**src/rtl/cpu_dma_arb_pkg.sv**
```systemverilog
package cpu_dma_arb_pkg;

    localparam int PRI_W = 2;

    typedef enum logic [1:0] {
        MODE_CPU = 2'd0,
        MODE_DMA = 2'd1,
        MODE_ROT = 2'd2
    } arb_mode_e;

    typedef enum logic [1:0] {
        ROT_IDLE     = 2'd0,
        ROT_DMA_TURN = 2'd1,
        ROT_CPU_TURN = 2'd2
    } rot_state_e;

endpackage

```
**src/rtl/cpu_dma_arb_mode_dec.sv**
```systemverilog
module cpu_dma_arb_mode_dec
    import cpu_dma_arb_pkg::*;
#(
    parameter bit CPU_ONLY = 1'b0
) (
    input  logic             clk,
    input  logic [PRI_W-1:0] pri_field,
    output arb_mode_e        mode,
    output logic             pri_changed
);
    logic [PRI_W-1:0] pri_q;

    // Field capture: a written value governs the following cycle.
    always_ff @(posedge clk) begin
        pri_q <= pri_field;
    end

    generate
        if (CPU_ONLY) begin : g_locked
            assign mode        = MODE_CPU;
            assign pri_changed = 1'b0;
        end else begin : g_select
            always_comb begin
                unique case (pri_q)
                    2'b01:   mode = MODE_DMA;
                    2'b10:   mode = MODE_ROT;
                    default: mode = MODE_CPU;
                endcase
            end
            assign pri_changed = (pri_field != pri_q);
        end
    endgenerate
endmodule

```
**src/rtl/cpu_dma_arb_rot_fsm.sv**
```systemverilog
module cpu_dma_arb_rot_fsm
    import cpu_dma_arb_pkg::*;
(
    input  logic       clk,
    input  logic       rst,
    input  arb_mode_e  mode,
    input  logic       conflict,
    input  logic       pri_changed,
    output rot_state_e state
);
    rot_state_e state_n;

    always_ff @(posedge clk) begin
        if (rst) begin
            state <= ROT_IDLE;
        end else begin
            state <= state_n;
        end
    end

    always_comb begin
        state_n = ROT_IDLE;
        if (mode == MODE_ROT && conflict && !pri_changed) begin
            unique case (state)
                ROT_IDLE:     state_n = ROT_DMA_TURN;
                ROT_DMA_TURN: state_n = ROT_CPU_TURN;
                ROT_CPU_TURN: state_n = ROT_DMA_TURN;
                default:      state_n = ROT_IDLE;
            endcase
        end
    end
endmodule

```
**src/rtl/cpu_dma_arb_grant.sv**
```systemverilog
module cpu_dma_arb_grant
    import cpu_dma_arb_pkg::*;
(
    input  logic       rst,
    input  logic       cpu_req,
    input  logic       dma_req,
    input  arb_mode_e  mode,
    input  rot_state_e state,
    output logic       cpu_gnt,
    output logic       dma_gnt
);
    logic dma_wins;

    always_comb begin
        unique case (mode)
            MODE_DMA: dma_wins = 1'b1;
            MODE_ROT: dma_wins = (state == ROT_DMA_TURN);
            default:  dma_wins = 1'b0;
        endcase
    end

    always_comb begin
        cpu_gnt = 1'b0;
        dma_gnt = 1'b0;
        if (!rst) begin
            if (cpu_req && dma_req) begin
                cpu_gnt = !dma_wins;
                dma_gnt = dma_wins;
            end else begin
                cpu_gnt = cpu_req;
                dma_gnt = dma_req;
            end
        end
    end
endmodule

```
**src/rtl/cpu_dma_arbiter.sv**
```systemverilog
module cpu_dma_arbiter
    import cpu_dma_arb_pkg::*;
#(
    parameter bit CPU_ONLY = 1'b0
) (
    input  logic       clk,
    input  logic       rst,
    input  logic       cpu_req,
    input  logic       dma_req,
    input  logic [1:0] pri_field,
    output logic       cpu_gnt,
    output logic       dma_gnt
);
    arb_mode_e  mode;
    rot_state_e state;
    logic       pri_changed;
    logic       conflict;

    assign conflict = cpu_req & dma_req;

    cpu_dma_arb_mode_dec #(.CPU_ONLY(CPU_ONLY)) u_mode (
        .clk         (clk),
        .pri_field   (pri_field),
        .mode        (mode),
        .pri_changed (pri_changed)
    );

    cpu_dma_arb_rot_fsm u_fsm (
        .clk         (clk),
        .rst         (rst),
        .mode        (mode),
        .conflict    (conflict),
        .pri_changed (pri_changed),
        .state       (state)
    );

    cpu_dma_arb_grant u_gnt (
        .rst     (rst),
        .cpu_req (cpu_req),
        .dma_req (dma_req),
        .mode    (mode),
        .state   (state),
        .cpu_gnt (cpu_gnt),
        .dma_gnt (dma_gnt)
    );
endmodule

```
**config.mk**
```make
export PLATFORM = sky130hd
export DESIGN_NAME = cpu_dma_arbiter
export DESIGN_NICKNAME = d
export VERILOG_FILES = /design/src/rtl/cpu_dma_arb_pkg.sv /design/src/rtl/cpu_dma_arb_mode_dec.sv /design/src/rtl/cpu_dma_arb_rot_fsm.sv /design/src/rtl/cpu_dma_arb_grant.sv /design/src/rtl/cpu_dma_arbiter.sv
export SDC_FILE = /design/constraint.sdc
export NUM_CORES = 1
export LEC_CHECK = 0
export BUFFER_PORTS_ARGS = -buffer_cell sky130_fd_sc_hd__buf_2
export CAP_MARGIN = 20
export CORE_AREA = 2 2 39 41
export CTS_BUF_LIST = sky130_fd_sc_hd__clkbuf_16
export CTS_CLUSTER_DIAMETER = 150
export DETAILED_ROUTE_END_ITERATION = 12
export DIE_AREA = 0 0 41 43
export PLACE_DENSITY_LB_ADDON = 0.1
export SKIP_LAST_GASP = 1
export SLEW_MARGIN = 20
export SYNTH_ARGS = -nofsm -noshare
export SYNTH_HDL_FRONTEND = slang
export SYNTH_HIERARCHICAL = 1
export SYNTH_SLANG_ARGS = --single-unit
export TNS_END_PERCENT = 100
```
**constraint.sdc**
```tcl
create_clock -name clk -period 2 [get_ports clk]
set_input_delay 0.2 -clock clk [delete_from_list [all_inputs] [get_ports clk]]
set_output_delay 0.2 -clock clk [all_outputs]
set_load 0.02 [all_outputs]
```
# --- Yosys cells after proc, flatten, opt, wreduce, memory -nomap -nowiden ---
# Index checks and enable logic that the tools add are counted.
classes:
  n_eq_ne: 7
  mux: 7
  bitwise: 2
  reduce_logical: 8
op_table:
  columns: ["operator", "n"]
  rows:
  - ["$pmux 2 s2", 2]
  - ["$eq 2x1->1 const B", 3]
  - ["$eq 2x2->1 const B", 3]
  - ["$mux 1", 4]
  - ["$reduce_or 2->1", 2]
  - ["$logic_and 1x1->1", 3]
  - ["$logic_not 1->1", 2]
  - ["$logic_not 2->1", 1]
  - ["$ne 2x2->1", 1]
  - ["$pmux 1 s2", 1]
  - ["$and 1x1->1", 1]
  - ["$not 1->1", 1]
word_totals:
  reg_bits: 4
  inputBits: 6
  wordCells: 26

# --- Depth between registers and ports, before layout ---
# Gate-level depths: netlist (run 1).
depth:
  depth_word: 7
  mapped_depth: 5
  mapped_depth_nobuf: 5

# --- By module ---
# Netlist (run 1), hierarchy kept.
modules_own_cells:
  columns: ["module", "n_inst", "cells_per_inst", "area_each_um2", "seq_area_each_um2"]
  rows:
  - ["cpu_dma_arb_grant", 1, 13, 107.6, 0.0]
  - ["cpu_dma_arb_rot_fsm", 1, 6, 85.1, 40.0]
  - ["cpu_dma_arb_mode_dec", 1, 7, 73.8, 40.0]
  - ["cpu_dma_arbiter", 1, 1, 6.3, 0.0]

# --- Worst setup path after synthesis (run 1) ---
# OpenSTA, ideal clock, no wires.
synth_timing:
  path_kind: "register -> output"
  startpoint: "register u_mode.pri_q[1]"
  endpoint: "output dma_gnt"
  arrival_time_ns: 1.769
  path_slack_ns: 0.031
  stages_incl_launch_ff: 5
  cell_sequence: "dfxtp_1 nor2b_1 ha_1 nand4bb_2 a311oi_1"
synth_via:
  elab_chain_cells: 6
  elab_cells_between_ends: 8
  cone_classes: "eq/ne (4); mux (4)"
synth_lines:
  columns: ["element", "line_no", "text"]
  rows:
  - ["from (decl)", "cpu_dma_arb_mode_dec.sv:11", "logic [PRI_W-1:0] pri_q;"]
  - ["from (signal assigned)", "cpu_dma_arb_mode_dec.sv:15", "pri_q <= pri_field;"]
  - ["$eq 2x2->1 or $eq 2x1->1 (tied branches)", "cpu_dma_arb_mode_dec.sv:24", "unique case (pri_q)"]
  - ["$pmux 2 s2 (*)", "cpu_dma_arb_mode_dec.sv:24", null]
  - ["via mode[1]", "cpu_dma_arbiter.sv:14", "arb_mode_e mode;"]
  - ["$eq 2x2->1 or $eq 2x1->1 (tied branches)", "cpu_dma_arb_grant.sv:15", "unique case (mode)"]
  - ["$pmux 1 s2 (*)", "cpu_dma_arb_grant.sv:15", null]
  - ["$mux 1 (*)", "cpu_dma_arb_grant.sv:26", "if (cpu_req && dma_req) begin"]
  - ["$mux 1 (*)", "cpu_dma_arb_grant.sv:25", "if (!rst) begin"]
  - ["to (decl)", "cpu_dma_arbiter.sv:12", "output logic dma_gnt"]
# Mark *: on every way through the listed nets, which the timed path passes. The rest lies on a longest branch.

# --- Worst setup path in the final report (run 1) ---
layout_timing:
  startpoint: "register u_mode.pri_q[0]"
  endpoint: "output dma_gnt"
# The elaborated chain is that of the path after synthesis.

==> results.yml, run 1 <==
run_status:
  status: "complete, no violations"
job:
  maxCapViolations: 0
final_layout:
  mostFrequentLayoutCells: "buf_2, clkbuf_16, buf_4, dfxtp_1, inv_1"
  fin_nets: 50
  syn2layout_area_growth_pct: 60.1
  final_common_cell: "buf_2"
  final_core_util_pct: 31.6
  drive_gt1_share_pct: 47.5
  insertedDiodeCount: 0
  fillers: 144
global_routing:
  grt.total_usage_pct: 7.62
  grt_pass1_wl_um: 855
  antenna_found_initial: 0
  grt_max_degree: 7
  overflow: 0
  grt_pass1_vias: 215
critical_path:
  path_buf_inv: 2
  slowest_delay_ns: 0.34
  critPathSlowestCell: "dfxtp_2"
  end_kind: "output port"
  arrival_ns: 1.70
  start_kind: "flip-flop"
  crit_type: "flip-flop to output port"
  crit_chain: "nor2b_4 -> inv_1 -> ha_1 -> nand4bb_2 -> a311oi_1 -> buf_2"
  worstPathRequired_ns: 1.80
  critPathMaxFanout: 3
  path_delay_family: "simple AND/OR/NAND/NOR gates"
timing:
  fmax_ghz: 0.527
  tightest_slew_ns: 0.248
  finalMaxSlewViolations: 0
  fin_skew_ns: 0.000133
  post-route-period-util_pct: 95.0
  post-route-min-period_ns: 1.90
  relSlewSlack_pct: 83.3
  setup_viol: 0
  hold_violations: 0
  holdWs_ns: 0.104
  fin_ws_ns: 0.101
yosys:
  yosysSeqAreaShare_pct: 29.4
  ys_types: 17
  yosysWarnings: 6
  syn_nets: 35
  synth.cell_area_um2: 273
  synthCells: 27
  syn_area_per_cell_um2: 10.1
  synth-seq-cells: 4
clock_tree:
  cts_buffers: 3
  cts_root_buf: "clkbuf_16"
  cts_hold_buf: 0
  clock-sinks: 4
  cts_tree: "yes"
  cts.clk_slew.worst_paths_ns: 0.03
  htree_levels: 1
  clock_latency_ns: 0.22
  clockBufferDepth: 2
detailed_routing:
  wl_per_cell_um: 9.27
  drc: 0
  via_per_inst: 4.20
  drt_iter0_markers: 1
  ant_nets: 0
  num_vias: 235
  wl_um: 519
  first_pass_iters: 2
floorplanning:
  rows: 14
  io-pin-count: 8
  die_w_um: 41
  die-area_um2: 1760
  die-height_um: 43
  core_um2: 1380
  start_util_pct: 19.7
power:
  leakagePower_uw: 0.000205
  p_total_uw: 438
  vdd_drop_max_uv: 448
  pwr_density_cell_nw_per_um2: 1000
placed_design:
  port_buffers: 7
  dp_slack_ns: 0.176
  dpl.hpwl_um: 397
  gp_congestion: 0.573
worst_hold_path:
  min_path_type: "input pin to flip-flop"
-- path summary, 6_finish.rpt --
kind                                  start                         to  slack, ns  cells after the start
setup / recovery    u_mode/pri_q[0]$_DFF_P_                    dma_gnt       0.10                      6
hold reg to reg   u_fsm/state[0]$_SDFF_PP0_  u_fsm/state[1]$_SDFF_PP0_       0.51                      2
setup reg to reg    u_mode/pri_q[1]$_DFF_P_  u_fsm/state[0]$_SDFF_PP0_       0.90                      4
hold / removal                 pri_field[1]    u_mode/pri_q[1]$_DFF_P_       0.10                      1
-- flip-flops by register name, indices dropped and copies added, names as in the netlist --
| signal | flops |
|---|---|
| u_mode/pri_q | 2 |
| u_fsm/state | 2 |
-- per-layer routing --
layer	vias to the layer above	part of all wire (%)	wire, um	GRT usage, %
li1	122	-	-	-
met1	100	50	261	9.29
met2	10	37	190	9.06
met3	3	9.1	47	4.71
met4	0	4.0	21	6.00
met5	-	0	0	0
-- stage by stage --
stage                     instances   TNS (ns)  area, um2
after floorplan                  27          0        273
after global placement           51          0        335
after detailed placement         51          0        335
after CTS                        54          0        418
after global routing             56  -0.000545        437
final                            56          0        437
-- synth_stat cells --
master | n | area [um2]
a311oi_1 | 1 | 8.76
ha_1 | 2 | 25.0
nor2b_1 | 2 | 12.5
a211o_1 | 1 | 8.76
inv_1 | 3 | 11.3
nand3b_1 | 1 | 7.51
nand3b_4 | 1 | 20.0
nor4_2 | 1 | 12.5
dfxtp_1 | 4 | 80.1
nand2b_1 | 2 | 12.5
xnor2_1 | 2 | 17.5
nor4_1 | 1 | 6.26
nor3b_1 | 2 | 15.0
and3b_1 | 1 | 8.76
nand4bb_2 | 1 | 16.3
nand2_1 | 1 | 3.75
and2_1 | 1 | 6.26
-- power by group --
part           leakage (uW)  switching (uW)  internal (uW)
clock network     0.0000370            51.6            255
registers         0.0000330            2.85           83.0
logic              0.000135            21.5           24.6
total              0.000205            76.0            363
-- what timing repair did --
action,4_1_cts,5_1_grt
pin swaps,0,1
endpoints found under the hold margin,0,0
endpoints found under the setup margin,1,2
setup buffers,0,2
resized for setup,2,2
-- logic make-up after synthesis --
family | synth area share, %
AO/OA/AOI/OAI | 6.42
XOR/XNOR | 6.42
adder cells (fa/ha/maj) | 9.17
buffers and inverters | 4.13
flip-flops | 29.4
AND/OR/NAND/NOR | 44.5
-- final cells by class --
cell class              count  area [um2]  share of cell area, %
multi-input cells          20         191                   43.8
flip-flops and latches      4        81.3                   18.6
clock buffers               3        75.1                   17.2
repair buffers             10        57.6                   13.2
well taps                  16        20.0                   4.58
inverters                   3        11.3                   2.58
Power figures use the tool's default switching activity.
==> run 2: changes to the inputs <==
--- a/config.mk
+++ b/config.mk
@@ -5,6 +5,7 @@
 export SDC_FILE = /design/constraint.sdc
 export NUM_CORES = 1
 export LEC_CHECK = 0
+export ABC_AREA = 1
 export BUFFER_PORTS_ARGS = -buffer_cell sky130_fd_sc_hd__buf_2
 export CAP_MARGIN = 20
 export CORE_AREA = 2 2 39 41
@@ -12,6 +13,7 @@
 export CTS_CLUSTER_DIAMETER = 150
 export DETAILED_ROUTE_END_ITERATION = 12
 export DIE_AREA = 0 0 41 43
+export HOLD_SLACK_MARGIN = 0.02
 export PLACE_DENSITY_LB_ADDON = 0.1
 export SKIP_LAST_GASP = 1
 export SLEW_MARGIN = 20
==> results.yml, run 2 <==
run_status:
  status: "complete, no violations"
timing:
  setup_viol: 0
  rsz0062_at_grt: "false"
  relSlewSlack_pct: 83.5
  post-route-period-util_pct: 89.4
  holdWs_ns: 0.106
  tightest_slew_ns: 0.247
  finalMaxSlewViolations: 0
  hold_violations: 0
  tns_ns: 0
  fin_skew_ns: 0.00142
  post-route-min-period_ns: 1.79
  fmax_ghz: 0.559
detailed_routing:
  drc: 0
  drt_iter0_markers: 0
  wl_per_cell_um: 7.20
  first_pass_iters: 1
  ant_nets: 0
  via_per_inst: 3.73
  wl_um: 475
  num_vias: 246
final_layout:
  syn2layout_area_growth_pct: 49.5
  fin_nets: 60
  finalInstanceArea_um2: 400
  insertedDiodeCount: 0
  fillers: 157
  drive_gt1_share_pct: 36.0
  top_regs: "u_fsm/state (2), u_mode/pri_q (2)"
  mostFrequentLayoutCells: "nand2_1, inv_1, buf_2, dfxtp_1, clkbuf_16"
clock_tree:
  cts_tree: "yes"
  cts_buffers: 3
  clock_latency_ns: 0.22
  post_cts_buffers: 0
  htree_levels: 1
  cts_hold_buf: 0
  clock-sinks: 4
  clockBufferDepth: 2
  cts_root_buf: "clkbuf_16"
  cts.clk_slew.worst_paths_ns: 0.03
floorplanning:
  rows: 14
  die-height_um: 43
  io-pin-count: 8
  die_w_um: 41
  start_util_pct: 19.3
  core_um2: 1380
  die-area_um2: 1760
power:
  p_int_uw: 352
  p_sw_share_pct: 17.9
  leakagePower_uw: 0.000207
  pwr_density_cell_nw_per_um2: 1070
  switchingPower_uw: 76.8
  vdd_drop_max_uv: 532
  p_clk_share_pct: 72.2
  seqPwrFrac_pct: 19.7
  p_comb_share_pct: 8.1
yosys:
  synth.cell_area_um2: 268
  syn_nets: 48
  synth_area_leaders: "dfxtp_1, inv_1, nand2_1"
  ys_types: 13
  yosysWarnings: 6
  synth_top_cells_by_count: "inv_1, nand2_1, dfxtp_1"
  synthCells: 40
  synth_top_area_share_pct: 29.9
  synth-seq-cells: 4
  syn_area_per_cell_um2: 6.69
  yosysTopAreaCell: "dfxtp_1"
  synth-edff-count: 0
  async_flop_share_pct: 0
  ys.flop_type: "dfxtp_1"
  yosysSeqAreaShare_pct: 29.9
worst_hold_path:
  min_path_type: "input pin to flip-flop"
global_routing:
  grt.total_usage_pct: 6.92
  grt_pass1_wl_um: 786
  antenna_found_initial: 0
  overflow: 0
  grt_pass1_vias: 226
  grt_max_degree: 4
placed_design:
  dpl.hpwl_um: 399
  port_buffers: 7
  gp_congestion: 0.616
  place_area_um2: 323
job:
  maxCapViolations: 0
critical_path:
  r2r-end: "u_fsm/state[1]$_SDFF_PP0_"
  end_kind: "output port"
  slowest_delay_ns: 0.34
  r2r_cells: 4
  arrival_ns: 1.59
  crit_type: "flip-flop to output port"
  critPathMaxFanout: 3
  r2r-start: "u_mode/pri_q[1]$_DFF_P_"
  r2r_setup_slack_ns: 1.04
  crit_chain: "inv_1 -> nor2_2 -> inv_1 -> ha_1 -> nor2_2 -> nand2_1 -> a21oi_2 -> buf_2"
  critPathSlowestCell: "dfxtp_1"
  start_kind: "flip-flop"
  startpoint: "u_mode/pri_q[0]$_DFF_P_"
  worstSetupEndpoint: "dma_gnt"
  worstPathRequired_ns: 1.80
run 2: cell count changes in the layout (fill, tap and decap cells not counted), moves of 2 or more:
cell	change
nor2_1	+2
nor3_2	+2
nor2_2	+2
inv_1	+8
nand2_1	+10
buf_4	-3
nand2b_1	-2
nor3b_1	-2
run 2: final cells by class:
type	instances	area, um2	share of cell area, %
Sequential cell	4	80.1	20.0
Clock buffer	3	75.1	18.8
Multi-Input combinational cell	24	145	36.2
Inverter	12	45.0	11.2
Tap cell	16	20.0	5.00
Timing Repair Buffer	7	35.0	8.75
run 2: timing repair:
item	CTS	global route
setup endpoints to repair	0	1
endpoints found under the hold margin	0	0
gates resized for setup	0	1
run 2: cells by family (layout without fill, tap and decap cells):
family,Yosys count,after routing,synth area share [%]
compound gates,1,1,3.27
xor+xnor,1,1,3.27
buf+inv,12,22,16.8
fa+ha+maj,2,2,9.34
simple gates,20,20,37.4
flops,4,4,29.9
run 2: critical path, delay by kind of cell, from the launching register on:
kind	cells	cell delay, ns
adder cells (fa/ha/maj)	1	0.30
AND/OR/NAND/NOR	3	0.33
buffers and inverters	3	0.29
flip-flops	1	0.34
AO/OA/AOI/OAI	1	0.11
run 2: how the worst min path moves through the flow:
| stage | endpoint | cells after the start | startpoint |
|---|---|---|---|
| floorplan | u_mode/pri_q[0]$_DFF_P_ | 0 | pri_field[0] |
| global placement | u_mode/pri_q[0]$_DFF_P_ | 1 | pri_field[0] |
| finish | u_mode/pri_q[0]$_DFF_P_ | 1 | pri_field[0] |
| detailed placement | u_mode/pri_q[0]$_DFF_P_ | 1 | pri_field[0] |
| global route | u_mode/pri_q[0]$_DFF_P_ | 1 | pri_field[0] |
| CTS | u_mode/pri_q[0]$_DFF_P_ | 1 | pri_field[0] |
run 2: routing by layer:
layer	GRT usage, %	vias up	wire [um]
met5	0	-	0
met4	4.00	0	0
met3	4.71	0	21
met2	10.0	4	254
met1	7.05	106	199
li1	-	136	-
run 2: per-stage QoR:
step	util [%]	total power [uW]	worst slack, ns	cells
floorplan	-	108	0.461	40
CTS	28.8	434	0.118	66
global placement	23.3	121	0.372	63
detailed placement	23.3	121	0.356	63
finish	28.9	429	0.212	66
global route	28.9	446	0.0545	66
run 2: power groups by stage:
stage | clock network (uW) | logic, uW | registers (uW)
floorplan | 0 | 23.0 | 85.2
global placement | 0 | 35.3 | 85.5
detailed placement | 0 | 35.2 | 85.4
CTS | 315 | 35.3 | 84.3
global route | 320 | 40.5 | 84.7
finish | 310 | 34.8 | 84.5
